**src/rtl/ddff_pkg.sv**
```systemverilog
package ddff_pkg;

    localparam int IMM_W  = 16;
    localparam int COND_W = 3;

    // condition field: bit 2 less, bit 1 greater, bit 0 equal
    typedef struct packed {
        logic lt;
        logic gt;
        logic eq;
    } cond_t;

    typedef enum logic [1:0] {
        TS_LT   = 2'd0,
        TS_GT   = 2'd1,
        TS_EQ   = 2'd2,
        TS_NONE = 2'd3
    } test_sel_e;

    typedef enum logic {
        ST_IDLE = 1'b0,
        ST_RUN  = 1'b1
    } state_e;

    function automatic logic pick_bit(cond_t c, test_sel_e s);
        case (s)
            TS_LT:   return c.lt;
            TS_GT:   return c.gt;
            default: return c.eq;
        endcase
    endfunction

endpackage

```
**src/rtl/ddff_cmp.sv**
```systemverilog
module ddff_cmp
    import ddff_pkg::*;
#(
    parameter int XLEN = 64
) (
    input  logic [XLEN-1:0]  opnd,
    input  logic [IMM_W-1:0] imm,
    output cond_t            cond
);
    localparam int EXT_W = XLEN - IMM_W;

    logic signed [XLEN-1:0] a_s;
    logic signed [XLEN-1:0] b_s;

    always_comb begin
        a_s     = opnd;
        b_s     = {{EXT_W{imm[IMM_W-1]}}, imm};
        cond.lt = (a_s < b_s);
        cond.gt = (a_s > b_s);
        cond.eq = (a_s == b_s);
    end
endmodule

```
**src/rtl/ddff_test.sv**
```systemverilog
module ddff_test
    import ddff_pkg::*;
(
    input  cond_t     cond,
    input  test_sel_e sel,
    input  logic      pol,
    output logic      fail
);
    always_comb begin
        if (sel == TS_NONE) fail = 1'b0;
        else                fail = (pick_bit(cond, sel) != pol);
    end
endmodule

```
**src/rtl/ddff_index.sv**
```systemverilog
module ddff_index #(
    parameter int AW = 7
) (
    input  logic          clk,
    input  logic          rst,
    input  logic          load,
    input  logic [AW-1:0] base,
    input  logic          vec,
    input  logic          adv,
    output logic [AW-1:0] addr
);
    logic [AW-1:0] base_q;
    logic [AW-1:0] off;
    logic          vec_q;

    always_ff @(posedge clk) begin
        if (rst) begin
            base_q <= '0;
            off    <= '0;
            vec_q  <= 1'b0;
        end else if (load) begin
            base_q <= base;
            off    <= '0;
            vec_q  <= vec;
        end else if (adv && vec_q) begin
            off <= off + 1'b1;
        end
    end

    assign addr = base_q + off;

    // a scalar operand stays put, a vector operand steps by one
    assert_scalar_hold_R3: assert property (@(posedge clk) disable iff (rst)
        (adv && !vec_q && !load) |=> $stable(addr));
    assert_vector_step_R4: assert property (@(posedge clk) disable iff (rst)
        (adv && vec_q && !load) |=> (addr == $past(addr) + 1'b1));
endmodule

```
**src/rtl/ddff_ctrl.sv**
```systemverilog
module ddff_ctrl
    import ddff_pkg::*;
#(
    parameter int VL_W  = 7,
    parameter int CR_AW = 6
) (
    input  logic             clk,
    input  logic             rst,
    input  logic             start,
    input  logic [VL_W-1:0]  vl_in,
    input  logic             incl_mode,
    input  logic [1:0]       test_sel,
    input  logic             test_pol,
    input  logic [IMM_W-1:0] imm,
    input  cond_t            cond,
    input  logic             fail,
    input  logic [CR_AW-1:0] dst_addr,
    output logic             busy,
    output logic             load,
    output logic             adv,
    output test_sel_e        sel_q,
    output logic             pol_q,
    output logic [IMM_W-1:0] imm_q,
    output logic             cw_en,
    output logic [CR_AW-1:0] cw_addr,
    output cond_t            cw_val,
    output logic             done,
    output logic [VL_W-1:0]  vl_out
);
    state_e          state;
    logic [VL_W-1:0] idx;
    logic [VL_W-1:0] vl_q;
    logic            incl_q;
    logic            last;

    assign busy = (state == ST_RUN);
    assign load = (state == ST_IDLE) && start;
    assign last = (idx == VL_W'(vl_q - 1'b1));
    assign adv  = busy && !fail && !last;

    always_ff @(posedge clk) begin
        if (rst) begin
            state   <= ST_IDLE;
            idx     <= '0;
            vl_q    <= '0;
            incl_q  <= 1'b0;
            sel_q   <= TS_NONE;
            pol_q   <= 1'b0;
            imm_q   <= '0;
            cw_en   <= 1'b0;
            cw_addr <= '0;
            cw_val  <= '0;
            done    <= 1'b0;
            vl_out  <= '0;
        end else begin
            cw_en <= 1'b0;
            done  <= 1'b0;
            case (state)
                ST_IDLE: begin
                    if (start) begin
                        vl_q   <= vl_in;
                        incl_q <= incl_mode;
                        sel_q  <= test_sel_e'(test_sel);
                        pol_q  <= test_pol;
                        imm_q  <= imm;
                        idx    <= '0;
                        if (vl_in == '0) begin
                            done   <= 1'b1;
                            vl_out <= '0;
                        end else begin
                            state <= ST_RUN;
                        end
                    end
                end
                default: begin
                    if (!(fail && !incl_q)) begin
                        cw_en   <= 1'b1;
                        cw_addr <= dst_addr;
                        cw_val  <= cond;
                    end
                    if (fail) begin
                        vl_out <= incl_q ? VL_W'(idx + 1'b1) : idx;
                        done   <= 1'b1;
                        state  <= ST_IDLE;
                    end else if (last) begin
                        vl_out <= vl_q;
                        done   <= 1'b1;
                        state  <= ST_IDLE;
                    end else begin
                        idx <= idx + 1'b1;
                    end
                end
            endcase
        end
    end

    assert_excl_drop_R7: assert property (@(posedge clk) disable iff (rst)
        (busy && fail && !incl_q) |=> !cw_en);
    assert_done_idle_R11: assert property (@(posedge clk) disable iff (rst)
        done |-> !busy);
    assert_write_follows_run_R12: assert property (@(posedge clk) disable iff (rst)
        cw_en |-> $past(busy));
    assert_vl_bound_R6: assert property (@(posedge clk) disable iff (rst)
        done |-> (vl_out <= vl_q));
endmodule

```
**src/rtl/ddff_cmp_unit.sv**
```systemverilog
module ddff_cmp_unit
    import ddff_pkg::*;
#(
    parameter int XLEN   = 64,
    parameter int REG_AW = 7,
    parameter int CR_AW  = 6,
    parameter int MAXVL  = 64,
    parameter int VL_W   = $clog2(MAXVL + 1)
) (
    input  logic              clk,
    input  logic              rst,
    input  logic              start,
    input  logic [REG_AW-1:0] src_base,
    input  logic              src_vec,
    input  logic [CR_AW-1:0]  dst_base,
    input  logic              dst_vec,
    input  logic [15:0]       imm,
    input  logic [VL_W-1:0]   vl_in,
    input  logic [1:0]        test_sel,
    input  logic              test_pol,
    input  logic              incl_mode,
    output logic [REG_AW-1:0] rd_addr,
    input  logic [XLEN-1:0]   rd_data,
    output logic              busy,
    output logic              cw_en,
    output logic [CR_AW-1:0]  cw_addr,
    output logic [2:0]        cw_val,
    output logic              done,
    output logic [VL_W-1:0]   vl_out
);
    logic             load;
    logic             adv;
    logic             fail;
    test_sel_e        sel_q;
    logic             pol_q;
    logic [IMM_W-1:0] imm_q;
    cond_t            cond;
    cond_t            cw_val_s;
    logic [CR_AW-1:0] dst_addr;

    ddff_index #(.AW(REG_AW)) u_src (
        .clk(clk), .rst(rst), .load(load), .base(src_base),
        .vec(src_vec), .adv(adv), .addr(rd_addr)
    );

    ddff_index #(.AW(CR_AW)) u_dst (
        .clk(clk), .rst(rst), .load(load), .base(dst_base),
        .vec(dst_vec), .adv(adv), .addr(dst_addr)
    );

    ddff_cmp #(.XLEN(XLEN)) u_cmp (
        .opnd(rd_data), .imm(imm_q), .cond(cond)
    );

    ddff_test u_test (
        .cond(cond), .sel(sel_q), .pol(pol_q), .fail(fail)
    );

    ddff_ctrl #(.VL_W(VL_W), .CR_AW(CR_AW)) u_ctrl (
        .clk(clk), .rst(rst), .start(start), .vl_in(vl_in),
        .incl_mode(incl_mode), .test_sel(test_sel), .test_pol(test_pol),
        .imm(imm), .cond(cond), .fail(fail), .dst_addr(dst_addr),
        .busy(busy), .load(load), .adv(adv), .sel_q(sel_q), .pol_q(pol_q),
        .imm_q(imm_q), .cw_en(cw_en), .cw_addr(cw_addr), .cw_val(cw_val_s),
        .done(done), .vl_out(vl_out)
    );

    assign cw_val = cw_val_s;

    assert_cond_onehot_R2: assert property (@(posedge clk) disable iff (rst)
        cw_en |-> ($countones(cw_val) == 1));
endmodule

```
**config.mk**
```make
export PLATFORM = sky130hd
export DESIGN_NAME = ddff_cmp_unit
export DESIGN_NICKNAME = d
export VERILOG_FILES = /design/src/rtl/ddff_pkg.sv /design/src/rtl/ddff_cmp.sv /design/src/rtl/ddff_test.sv /design/src/rtl/ddff_index.sv /design/src/rtl/ddff_ctrl.sv /design/src/rtl/ddff_cmp_unit.sv
export SDC_FILE = /design/constraint.sdc
export NUM_CORES = 1
export LEC_CHECK = 0
export ABC_AREA = 1
export BUFFER_PORTS_ARGS = -buffer_cell sky130_fd_sc_hd__buf_2
export CORE_MARGIN = 4
export CORE_UTILIZATION = 50
export CTS_CLUSTER_SIZE = 16
export DETAILED_ROUTE_END_ITERATION = 10
export HOLD_SLACK_MARGIN = 0.06
export PLACE_DENSITY_LB_ADDON = 0.2
export SKIP_CTS_REPAIR_TIMING = 1
export SYNTH_ARGS = -nofsm -noshare
export SYNTH_HDL_FRONTEND = slang
export SYNTH_SLANG_ARGS = --single-unit
```
**constraint.sdc**
```tcl
create_clock -name clk -period 4.34 [get_ports clk]
set_input_delay 1.085 -clock clk [delete_from_list [all_inputs] [get_ports clk]]
set_output_delay 1.085 -clock clk [all_outputs]
set_load 0.01 [all_outputs]
```
==> key figures <==
Status
  – Status: complete, no violations

Critical path
  – Critical path's top delay family: simple AND/OR/NAND/NOR gates
  – Critical path data required time: 4.57 ns
  – Largest fanout on the critical path: 20
  – Reg2reg start: u_ctrl.imm_q[15]$_SDFFE_PP0P_
  – CP bufs+invs: 4
  – Critical path capture point type: flip-flop
  – Crit path launch type: flip-flop
  – Crit-path cells: inv_1 > buf_4 > ha_1 > nand2_1 > inv_1 > nand2_1 > nand2_1 > nand2_1 > nand2_1 > nand2_1 > nand2_1 > a21oi_2 > nand3_1 > nand4_2 > nand3_1 > nand2_2 > nand3_2 > nand2_2 > inv_1 > o21ai_0 > nor2_1
  – CP arrival: 4.03 ns
  – CP max stage delay: 0.48 ns
  – Slowest CP cell: inv_1
  – Most used cell, CP: nand2_1
  – Crit Path Category: reg2reg
  – CP Launch Point: u_ctrl.imm_q[15]$_SDFFE_PP0P_

CTS
  – Clock sink total: 81
  – CTS H-tree lvls: 3
  – CTS tree: built
  – Worst-path clk slew: 0.06 ns
  – Root buffer cell: clkbuf_16
  – CTS max path bufs: 2
  – Clock buffer count from CTS: 9
  – Clock Latency Late Sink: 0.34 ns

Detailed routing
  – Metal2 WL: 5.86 mm
  – Number of DRC markers in iteration 0: 210
  – Wire per inst: 12.3 um
  – Post-Route WL: 12.9 mm
  – Top layer in use: met4
  – Final ANT Viol Nets: 0
  – Via density: 4.93
  – DRC Markers: 0
  – Met3 wire length: 739 um
  – 1st-pass router iterations: 4
  – Vias: 5162
  – WL met1: 6.00 mm

STA
  – Clock Skews: 0.00547 ns
  – Setup WS post-layout: 0.534 ns
  – Total negative slack: 0 ns
  – Fmax: 0.263 GHz
  – Slew @ Worst Pin: 1.18 ns
  – Hold Vio Cnt, Final: 0
  – Final Max Slew Viols: 0
  – Share of the cycle needed by the critical path after routing: 0.877
  – Tmin final: 3.81 ns
  – Max_slew headroom: 0.204
  – Unrepaired setup endpoints after global routing: no
  – Setup violations, final: 0

GRT
  – Vias in the first global route: 4864
  – Global-route wire length before repair: 21.7 mm
  – Antenna violations before repair: 0
  – Largest net degree at the start of global routing: 73
  – Total GRT Usage: 0.203
  – Overflow after GRT: 0

Placed design
  – IO Port Bufs: 134
  – Detailed placement HPWL: 10.1 mm
  – Pre-CTS setup slack: 0.424 ns
  – Area of placed instances: 6370 um2
  – Placed cells: 1031
  – RePlAce Congestion: 0.856

Power and ir drop
  – LEAKAGE: 0.00331 uW
  – Pwr/cell area: 309 nW/um2
  – Peak VDD IR: 0.236 mV

Floorplanning
  – Die X-Extent: 114 um
  – Rows: 38
  – Core ar.: 10900 um2
  – Die height: 114 um
  – Io pins: 135
  – Die area: 13000 um2
  – Initial Utilization: 0.515

Yosys
  – Post-Syn Area: 5630 um2
  – Synthesized Nets: 969
  – Async set-reset flop share out of synthesis: 0
  – Synthesized netlist cell count: 779
  – Mean Syn Cell Area: 7.22 um2
  – Area fraction of the dominant cell type after synthesis: 0.288
  – Top cells by area, synth: dfxtp_1 29%, ha_1 18%, nand2_1 10%
  – Distinct cell type count after synthesis: 43
  – YS warnings: 0
  – Synth Flop Type: dfxtp_1
  – Seq/Total Area, Yosys: 0.288
  – Largest area contributor in the netlist: dfxtp_1
  – Synth Register Bits: 81
  – Post-synth EDFFs: 0

Layout
  – Core Util, Final: 0.608
  – # fillers: 1065
  – Final std cell area, no fill: 6650 um2
  – ANT cells: 0
  – Fraction of layout cells with a size suffix above 1: 0.197
  – Most frequent cells in the layout: 149 x nand2_1, 134 x buf_2, 92 x nor2_1
  – Post-Layout Cell Count: 1047
  – Most common library cell in the layout ignoring fill and taps: nand2_1
  – Area growth syn-to-layout: 18.3%
  – NumNets Final: 1092

Hold path
  – Hold Crit Start: u_ctrl.cw_addr[4]$_SDFFE_PP0P_
  – Type of the worst min-delay path: reg2reg

Job
  – Max_cap viols: 0
area by class of cell:
cell class                 instances  area (um2)  area share
clock inverter                     4        26.3     0.00395
multi-input combinational        593        3580       0.538
inverter                          79         297      0.0446
tap                              140         175      0.0263
sequential                        81        1620       0.244
timing repair buffer             138         701       0.105
clock buffer                      12         256      0.0385
per-layer routing:
metal	track usage	vias up
met2	0.336	112
met3	0.0476	23
met1	0.257	2204
met5	0	-
met4	0.0768	0
li1	-	2823
synthesized netlist by cell type, drive strengths merged, types with 3 or more instances:
| master | instances |
|---|---|
| nand3 | 47 |
| o21a | 4 |
| inv | 78 |
| nand4 | 16 |
| dfxtp | 81 |
| ha | 79 |
| nor3 | 7 |
| clkbuf | 18 |
| buf | 8 |
| o21ai | 57 |
| nor2 | 94 |
| nand3b | 3 |
| xnor2 | 10 |
| xor2 | 26 |
| a21oi | 75 |
| nand2 | 161 |
worst min-delay path, delay by kind of cell, from the launching register on:
kind / cells / cell delay (ns)
simple gates: 2 / 0.10
flops: 1 / 0.31
registers in the layout, indices dropped and copies added, names as in the netlist, 2 cells and up:
| register | flops |
|---|---|
| u_ctrl.imm_q | 16 |
| u_ctrl.idx | 7 |
| u_ctrl.vl_out | 7 |
| u_ctrl.vl_q | 7 |
| u_src.base_q | 7 |
| u_src.off | 7 |
| u_ctrl.cw_addr | 6 |
| u_dst.base_q | 6 |
| u_dst.off | 6 |
| u_ctrl.cw_val | 3 |
| u_ctrl.sel_q | 2 |
path summary, 6_finish.rpt:
path | endpoint | slack (ns) | cells after the start
worst max-delay path | u_ctrl.idx[0]$_SDFFE_PP0P_ | 0.53 | 21
worst min-delay path | u_ctrl.cw_addr[4]$_SDFFE_PP0P_ | 0.44 | 2
worst max register to register | u_ctrl.idx[0]$_SDFFE_PP0P_ | 0.53 | 21
worst min register to register | u_ctrl.cw_addr[4]$_SDFFE_PP0P_ | 0.44 | 2
where the power goes:
| part | switching, uW | internal (uW) |
|---|---|---|
| logic | 297 | 207 |
| clock network | 297 | 419 |
| registers | 38.3 | 797 |
| total | 633 | 1420 |
stage by stage:
step	power (uW)	hold WS [ns]
5_1_grt	2190	0.474
3_3_place_gp	1350	0.426
6_report	2050	0.444
2_1_floorplan	1210	0.433
3_5_place_dp	1360	0.431
4_1_cts	2080	0.445
logic make-up after synthesis:
family	after synthesis	share of synthesized area
xor+xnor	36	0.0560
simple gates	333	0.264
compound gates	143	0.133
buf+inv	105	0.0765
flops	81	0.288
fa+ha+maj	81	0.183
(Power assumes the default switching activity.)
